File: config.mk
export PLATFORM = sky130hd
export DESIGN_NAME = adc_scan_seq
export DESIGN_NICKNAME = d
export VERILOG_FILES = /design/src/rtl/adc_scan_pkg.sv /design/src/rtl/adc_scan_ctrl.sv /design/src/rtl/adc_gap_timer.sv /design/src/rtl/adc_result_bank.sv /design/src/rtl/adc_scan_seq.sv
export SDC_FILE = /design/constraint.sdc
export NUM_CORES = 1
export LEC_CHECK = 0
export BUFFER_PORTS_ARGS = -buffer_cell sky130_fd_sc_hd__clkbuf_2
export CORE_ASPECT_RATIO = 0.7
export CORE_MARGIN = 5
export CORE_UTILIZATION = 52
export CTS_CLUSTER_SIZE = 12
export DETAILED_ROUTE_END_ITERATION = 16
export PLACE_DENSITY = 0.76
export SLEW_MARGIN = 25
export SYNTH_ARGS = -nofsm -noshare
export SYNTH_HDL_FRONTEND = slang
export SYNTH_SLANG_ARGS = --single-unit
File: constraint.sdc
create_clock -name clk -period 2.4 [get_ports clk]
set_input_delay 0.24 -clock clk [delete_from_list [all_inputs] [get_ports clk]]
set_output_delay 0.24 -clock clk [all_outputs]
set_load 0.005 [all_outputs]
File: src/rtl/adc_scan_pkg.sv
// Shared types for the scan sequencer.
// Assumes: nothing beyond IEEE 1800-2017.
package adc_scan_pkg;

    // Phases of one channel conversion
    typedef enum logic [1:0] {
        ST_HOLD  = 2'd0,  // freeze the selected channel
        ST_START = 2'd1,  // pulse the converter start
        ST_WAIT  = 2'd2,  // wait for converter completion
        ST_GAP   = 2'd3   // programmed idle time between samples
    } scan_state_t;

endpackage

File: src/rtl/adc_scan_ctrl.sv
// Conversion sequencer: walks the channel pointer, runs the hold/start/wait/gap
// phases and latches the scan width at each wrap.
// Assumes: conv_done is a single-cycle pulse; gap_expire only pulses in ST_GAP.
module adc_scan_ctrl
    import adc_scan_pkg::*;
#(
    parameter int MAX_CH = 16
) (
    input  logic                      clk,
    input  logic                      rst_n,
    input  logic                      cfg_diff,
    input  logic                      gap_nz,
    input  logic                      conv_done,
    input  logic                      gap_expire,
    output logic [$clog2(MAX_CH)-1:0] ch_o,
    output logic                      mode_o,
    output logic                      capture_o,
    output logic                      gap_load_o,
    output logic                      conv_start_o,
    output logic                      hold_set_o
);
    localparam int CH_W    = $clog2(MAX_CH);
    localparam int HALF_CH = MAX_CH / 2;

    scan_state_t      state;
    logic [CH_W-1:0]  ch_q;
    logic             mode_q;
    logic [CH_W-1:0]  last_ch;

    // Highest channel of the current scan width
    assign last_ch = mode_q ? CH_W'(HALF_CH - 1) : CH_W'(MAX_CH - 1);

    // Decoded phase strobes
    always_comb begin
        capture_o    = (state == ST_WAIT) && conv_done;
        gap_load_o   = capture_o && gap_nz;
        conv_start_o = (state == ST_START);
        hold_set_o   = (state == ST_HOLD);
    end

    // Phase register, channel pointer and scan width update
    always_ff @(posedge clk) begin
        if (!rst_n) begin
            state  <= ST_HOLD;
            ch_q   <= '0;
            mode_q <= cfg_diff;
        end else begin
            case (state)
                ST_HOLD:  state <= ST_START;
                ST_START: state <= ST_WAIT;
                ST_WAIT: begin
                    if (conv_done) begin
                        state <= gap_nz ? ST_GAP : ST_HOLD;
                        if (ch_q == last_ch) begin
                            ch_q   <= '0;
                            mode_q <= cfg_diff;
                        end else begin
                            ch_q <= ch_q + CH_W'(1);
                        end
                    end
                end
                ST_GAP: begin
                    if (gap_expire) state <= ST_HOLD;
                end
                default: state <= ST_HOLD;
            endcase
        end
    end

    assign ch_o   = ch_q;
    assign mode_o = mode_q;

endmodule

File: src/rtl/adc_gap_timer.sv
// Inter-sample gap timer: after a load, counts len prescaled ticks of PRESCALE
// cycles each and pulses expire on the final cycle.
// Assumes: load is only given with len >= 1.
module adc_gap_timer #(
    parameter int GAP_W    = 5,
    parameter int PRESCALE = 4
) (
    input  logic             clk,
    input  logic             rst_n,
    input  logic             load,
    input  logic [GAP_W-1:0] len,
    output logic             expire
);
    logic             busy;
    logic [GAP_W-1:0] len_q;
    logic [GAP_W-1:0] tcnt;
    logic             tick;

    generate
        if (PRESCALE > 1) begin : g_div
            localparam int PRE_W = $clog2(PRESCALE);
            logic [PRE_W-1:0] pre;

            // Prescaler, restarted on every load
            always_ff @(posedge clk) begin
                if (!rst_n)             pre <= '0;
                else if (load)          pre <= '0;
                else if (busy) begin
                    if (pre == PRE_W'(PRESCALE - 1)) pre <= '0;
                    else                             pre <= pre + PRE_W'(1);
                end
            end

            assign tick = busy && (pre == PRE_W'(PRESCALE - 1));
        end else begin : g_nodiv
            assign tick = busy;
        end
    endgenerate

    assign expire = tick && (tcnt == len_q - GAP_W'(1));

    // Tick counter and busy flag
    always_ff @(posedge clk) begin
        if (!rst_n) begin
            busy  <= 1'b0;
            len_q <= '0;
            tcnt  <= '0;
        end else if (load) begin
            busy  <= 1'b1;
            len_q <= len;
            tcnt  <= '0;
        end else if (tick) begin
            if (expire) busy <= 1'b0;
            else        tcnt <= tcnt + GAP_W'(1);
        end
    end

endmodule

File: src/rtl/adc_result_bank.sv
// Per-channel storage: result word, fresh flag and sample-hold bit, one slice
// per channel.
// Assumes: capture and hold_set never coincide.
module adc_result_bank #(
    parameter int MAX_CH = 16,
    parameter int DATA_W = 12
) (
    input  logic                      clk,
    input  logic                      rst_n,
    input  logic                      capture,
    input  logic [$clog2(MAX_CH)-1:0] ch,
    input  logic [DATA_W-1:0]         data,
    input  logic [MAX_CH-1:0]         rd_ack,
    input  logic                      hold_set,
    input  logic                      hold_all,
    input  logic [MAX_CH-1:0]         active_mask,
    output logic [MAX_CH*DATA_W-1:0]  results,
    output logic [MAX_CH-1:0]         fresh,
    output logic [MAX_CH-1:0]         hold
);
    localparam int CH_W = $clog2(MAX_CH);

    for (genvar g = 0; g < MAX_CH; g++) begin : g_ch
        logic sel;
        logic hit;

        assign sel = (ch == CH_W'(g));
        assign hit = capture && sel;

        // Result word for this channel
        always_ff @(posedge clk) begin
            if (!rst_n)   results[g*DATA_W +: DATA_W] <= '0;
            else if (hit) results[g*DATA_W +: DATA_W] <= data;
        end

        // Fresh flag: capture sets it and takes priority over acknowledge
        always_ff @(posedge clk) begin
            if (!rst_n)         fresh[g] <= 1'b0;
            else if (hit)       fresh[g] <= 1'b1;
            else if (rd_ack[g]) fresh[g] <= 1'b0;
        end

        // Sample-hold: set alone or as a group, released by its own capture
        always_ff @(posedge clk) begin
            if (!rst_n)
                hold[g] <= 1'b0;
            else if (hit)
                hold[g] <= 1'b0;
            else if (hold_set && (sel || (hold_all && active_mask[g])))
                hold[g] <= 1'b1;
        end
    end

endmodule

File: src/rtl/adc_scan_seq.sv
// Top of the multiplexed scan sequencer: connects the sequencer, the gap timer
// and the per-channel bank, and derives the active-channel mask.
// Assumes: MAX_CH is a power of two of at least 4; converter handshake as in
// adc_scan_ctrl.
module adc_scan_seq
    import adc_scan_pkg::*;
#(
    parameter int MAX_CH   = 16,
    parameter int DATA_W   = 12,
    parameter int GAP_W    = 5,
    parameter int PRESCALE = 4
) (
    input  logic                      clk,
    input  logic                      rst_n,
    input  logic                      cfg_diff,
    input  logic                      cfg_simul,
    input  logic [GAP_W-1:0]          cfg_gap,
    output logic                      conv_start,
    input  logic                      conv_done,
    input  logic [DATA_W-1:0]         conv_data,
    output logic [$clog2(MAX_CH)-1:0] mux_sel,
    output logic [MAX_CH-1:0]         sh_hold,
    input  logic [MAX_CH-1:0]         rd_ack,
    output logic [MAX_CH*DATA_W-1:0]  ch_result,
    output logic [MAX_CH-1:0]         ch_fresh
);
    localparam int CH_W    = $clog2(MAX_CH);
    localparam int HALF_CH = MAX_CH / 2;

    logic              capture;
    logic              mode_q;
    logic              gap_load;
    logic              gap_expire;
    logic              hold_set;
    logic              hold_all;
    logic [MAX_CH-1:0] active_mask;

    // Channels inside the current scan width
    for (genvar g = 0; g < MAX_CH; g++) begin : g_mask
        if (g < HALF_CH) begin : g_low
            assign active_mask[g] = 1'b1;
        end else begin : g_high
            assign active_mask[g] = !mode_q;
        end
    end

    // Group hold is applied on the hold cycle of channel 0
    assign hold_all = cfg_simul && (mux_sel == CH_W'(0));

    adc_scan_ctrl #(
        .MAX_CH (MAX_CH)
    ) u_ctrl (
        .clk          (clk),
        .rst_n        (rst_n),
        .cfg_diff     (cfg_diff),
        .gap_nz       (cfg_gap != '0),
        .conv_done    (conv_done),
        .gap_expire   (gap_expire),
        .ch_o         (mux_sel),
        .mode_o       (mode_q),
        .capture_o    (capture),
        .gap_load_o   (gap_load),
        .conv_start_o (conv_start),
        .hold_set_o   (hold_set)
    );

    adc_gap_timer #(
        .GAP_W    (GAP_W),
        .PRESCALE (PRESCALE)
    ) u_gap (
        .clk    (clk),
        .rst_n  (rst_n),
        .load   (gap_load),
        .len    (cfg_gap),
        .expire (gap_expire)
    );

    adc_result_bank #(
        .MAX_CH (MAX_CH),
        .DATA_W (DATA_W)
    ) u_bank (
        .clk         (clk),
        .rst_n       (rst_n),
        .capture     (capture),
        .ch          (mux_sel),
        .data        (conv_data),
        .rd_ack      (rd_ack),
        .hold_set    (hold_set),
        .hold_all    (hold_all),
        .active_mask (active_mask),
        .results     (ch_result),
        .fresh       (ch_fresh),
        .hold        (sh_hold)
    );

endmodule

# After elaboration in Yosys (flattened, before gate mapping)
# Cells that the tools add are included.
# totals
regBits	244
input_bits	38
elab_cells	231
# op_classes
mux	46
eq_ne	26
bitwise_logic	2
n_addsub	4
n_reduce_logical	98
# op_table
op	count
two-way mux 1 bit	39
logical AND 1 bit	38
nonzero test 2 bit	18
OR reduction 2 bit	17
equality test 4 bit (second input constant)	8
equality test 4 x 3 -> 1 bit (second input constant)	4
logical OR 1 bit	16
equality test 4 x 2 -> 1 bit (second input constant)	2
two-way mux 2 bit	4
two-way mux 4 bit	2
case mux 2 bit (4 select lines)	1
AND reduction 2 bit	4
equality test 2 bit (second input constant)	3
inequality test 2 x 1 -> 1 bit (second input constant)	3
adder 5 x 1 -> 5 bit (second input constant)	1
equality test 5 bit	1
nonzero test 5 bit	1
subtractor 5 x 1 -> 5 bit (second input constant)	1
adder 4 x 1 -> 4 bit (second input constant)	1
equality test 4 x 1 -> 1 bit (second input constant)	1
equality test 4 bit	1
zero test 4 bit	1
inequality test 2 bit (second input constant)	2
AND reduction 3 bit	1
other kinds (5)	6

# Logic depth before layout (Yosys ltp)
# logic_depth
depth_word	6
depth_mapped	8
ltp_nobuf	7

# By module
# Synthesis repeated with hierarchy kept, for this count alone.
# unflattened
hier_cells	900
hier_area_um2	9236.4
# modules_own_cells
module	n_inst	cells_each	area_each_um2	seq_area_each_um2
adc_result_bank	1	776	8107.8	4484.3
adc_gap_timer	1	76	694.4	260.2
adc_scan_ctrl	1	41	401.6	150.1
adc_scan_seq	1	7	32.5	0.0

# Worst setup path before layout
# OpenSTA, ideal clock, no wires.
# synth_path
kind	reg2reg
startpoint	register u_ctrl.ch_q[1] (netlist: u_ctrl.ch_o[1])
endpoint	register u_bank.results[87]
slack_ns	0.614
arrival_time_ns	1.670
n_path_buf	1
stages_incl_launch_ff	7
period_less_slack_ns	1.786
path_cell_list	dfxtp_1 -> ha_1 -> nand4b_1 -> nor2_1 -> buf_4 -> mux2i_1 -> nor2b_1
# synth_between
elab_chain_len	2
# synth_lines
element	line_no	rtl
from (decl)	adc_scan_ctrl.sv:26	logic [CH_W-1:0] ch_q;
from (signal assigned)	adc_scan_ctrl.sv:58	ch_q <= ch_q + CH_W'(1);
equality test 4 x 3 -> 1 bit	adc_result_bank.sv:27	assign sel = (ch == CH_W'(g));
logical AND 1 bit	adc_result_bank.sv:28	assign hit = capture && sel;
to (signal, indexed assignment)	adc_result_bank.sv:33	else if (hit) results[g*DATA_W +: DATA_W] <= data;
to (decl)	adc_result_bank.sv:17	output logic [MAX_CH*DATA_W-1:0] results,
# No other way between the ends.
# A chain may end at the register's enable or synchronous reset.

# Worst setup path in the final report
# layout_path
startpoint	register u_ctrl.ch_q[3] (netlist: u_ctrl.ch_o[3])
endpoint	register u_bank.results[174]
# layout_between
elab_chain_len	2
# layout_lines
element	line_no
equality test 4 bit	adc_result_bank.sv:27
logical AND 1 bit	adc_result_bank.sv:28
# No other way between the ends.

==> run metrics <==
die height=124 um; RSZ-0062 raised after global routing=false; compound-cell area share of the yosys netlist=~18%; GP Congestion=0.842; TritonCTS clock tree=built; number of flops mapped to enable cells by yosys=1; row cnt=41; Diodes inserted=0; pin count of the biggest net entering global routing=79; Critical Path Start Type=flop; first-pass GRT wire length=45700 um; Pwr Total=~8000 uW; Net Count, Synth=about 1.2k; YS warnings=0; WL/cell=18.6 um; DRC viols=0; Synth Instances=1120; io pins=about 270; Finished Core Util=65.2%; final setup fails=0; Post-synth top flop=dfxtp_1; synth-to-layout area growth=22.6%; Slew headroom=55.3%; largest family of logic cells by synthesized area=simple AND/OR/NAND/NOR gates; Critical Path AT=2.54 ns; area of the core=about 18000 um2; min cycle time layout=2.13 ns; part of the Yosys area used for sequential elements=50.8%; mux contribution to synthesized area=2.81%; peak supply drop=0.000595 V; Layout Cells excl Fill=1590; Hold Crit Class=in -> reg; post-synthesis simple-gate area fraction=21.9%; Logic pwr share=7.5%; Avg Synthesized Cell Area=8.60 um2; dpl hpwl=approximately 20000 um; post-cts sizing count=0; Achievable Freq=about 470 MHz; post-cts hold buffer count=13; area share of fa/ha/maj cells after synthesis=0.909%; starting density of the core=between 50 and 60%; TritonCTS buffer count=25; crit share post-route=88.6%; maximum clock path buffer count=3; Iter 0 DRT Violations=603; P_int=6270 uW; NetSw=1940 uW; root buf cell=clkbuf_16; 1st-pass router iterations=5; Synth top area share=50.5%; post-route antenna net violation count=0; setup TNS=0 ns; initial antenna violation count=0; layout cell share with drive strength beyond 1=23.9%; Overall Global Routing Usage=about a quarter; worst slew pin tran=0.671 ns; Port-buffer cells=266; critical-path maximum fanout=12; Yosys reg bits=244; power density of the placed cells=695 nW/um2; vias in the first global route=8088; sw frac=a little under a quarter; clock sink total=244; Pleak=0.00469 uW; fillcell total=1546; outcome=finished, final reports clean; Die Span X=173 um; Net count, final=1392; Max Transition Viols Final=0; Clock H-tree levels=1; top cells by count, synth=331 x nand2_1, 243 x dfxtp_1, 171 x a21boi_0, 72 x clkbuf_1, 41 x nand3_1; slowest cell delay on critical path=0.58 ns; Setup Buffers After CTS=0; Unique masters post-synth=42; Post-Syn Area=9630 um2; Hold Fails Final Rpt=0; max cap viols=0; Req. time, crit path=2.81 ns; sequential share of power=50.9%; count leader, synth=nand2_1; Avg Vias per Cell=5.36; Congestion Overflow GR=0; total vias in the final route=8521; Synth Area in XOR/XNOR=1.18%; WS Path Type=reg -> reg; Total Wirelength=29600 um; die area=about 21000 um2; clk_skew=between 0.008 and 0.009 ns; most area-consuming cells after synthesis=dfxtp_1 51%, a21boi_0 13%, nand2_1 13%; CP Cell Sequence=nand3_1, nor2_1, and2_1, nand2_1, a21boi_0; placed instance count=1543; Yosys top cell by area=dfxtp_1; clock share of power=41.6%; Max stage delay cell, worst path=dfxtp_1; Worst-path clk slew=~0.060 ns; asr flop ratio synth=0%; Worst setup EP type=flop; clk_lat worst skew=around 0.50 ns
per-stage QoR:
stage / cell area (um2) / setup slack, ns / hold slack, ns
2_1_floorplan: 9630 / 0.614 / 0.339
3_3_place_gp: 11000 / 0.384 / 0.441
3_5_place_dp: 11000 / 0.289 / 0.447
4_1_cts: 11800 / 0.242 / 0.000919
5_1_grt: 11800 / 0.0585 / 0.00564
6_report: 11800 / 0.274 / 0.0125
cells in the final DEF, fill, tap and decap left out, drive strengths merged, types with 13 or more instances in the layout:
cell         count
a21boi         186
a21oi           22
buf             17
clkbuf         296
dfxtp          243
dlygate4sd3     13
mux2i           27
nand2          331
nand2b          18
nand3           41
nor2            36
nor2b           31
o21ai           16
layout make-up:
class                           instances  area [um2]  area share (%)
Clock buffer                           31         658            5.57
Clock inverter                          3        18.8           0.159
Inverter                                5        18.8           0.159
Multi-Input combinational cell        776        4330            36.7
Sequential cell                       244        4890            41.4
Tap cell                              236         295            2.50
Timing Repair Buffer                  295        1600            13.5
cells by family after synthesis:
family | after synthesis
AND/OR/NAND/NOR | 487
flip-flops | 244
AO/OA/AOI/OAI | 242
buffers and inverters | 100
multiplexers | 27
XOR/XNOR | 13
adder cells (fa/ha/maj) | 7
critical path: cells and delay by family, from the launching register on:
| kind | cells | cell delay [ns] |
|---|---|---|
| AOI/OAI and AO/OA | 1 | 0.23 |
| DFF | 1 | 0.58 |
| and+or+nand+nor | 4 | 1.21 |
flip-flops by register name, summed over array words and instances, names as in the netlist:
register         count
u_bank.results     192
u_bank.fresh        16
u_bank.hold         16
u_gap.len_q          5
u_gap.tcnt           5
u_ctrl.ch_o          4
u_ctrl.state         2
u_gap.g_div.pre      2
u_ctrl.mode_o        1
u_gap.busy           1
routing by layer:
layer,vias up,wire length (um),global-route usage (%)
met4,0,882,7.85
met1,4016,13000,35.9
met5,-,0,0
met3,59,2900,9.38
met2,330,12800,40.7
li1,4116,-,-
power by group through the flow:
stage               sequential (uW)  combinational (uW)  clock (uW)
floorplan                      4250                 365           0
global placement               4260                 590           0
detailed placement             4270                 593           0
CTS                            4180                 613        3480
global route                   4190                 665        3660
finish                         4180                 618        3410
final timing paths:
| path | start | to | slack, ns | cells past startpoint |
|---|---|---|---|---|
| setup / recovery | u_ctrl.ch_o[3] | u_bank.results[174] | 0.27 | 5 |
| hold / removal | rd_ack[0] | u_bank.fresh[0] | 0.01 | 3 |
| hold reg to reg | u_bank.results[54] | u_bank.results[54] | 0.45 | 2 |
| setup reg to reg | u_ctrl.ch_o[3] | u_bank.results[174] | 0.27 | 5 |
No activity file was read; power rests on OpenSTA's default activity.
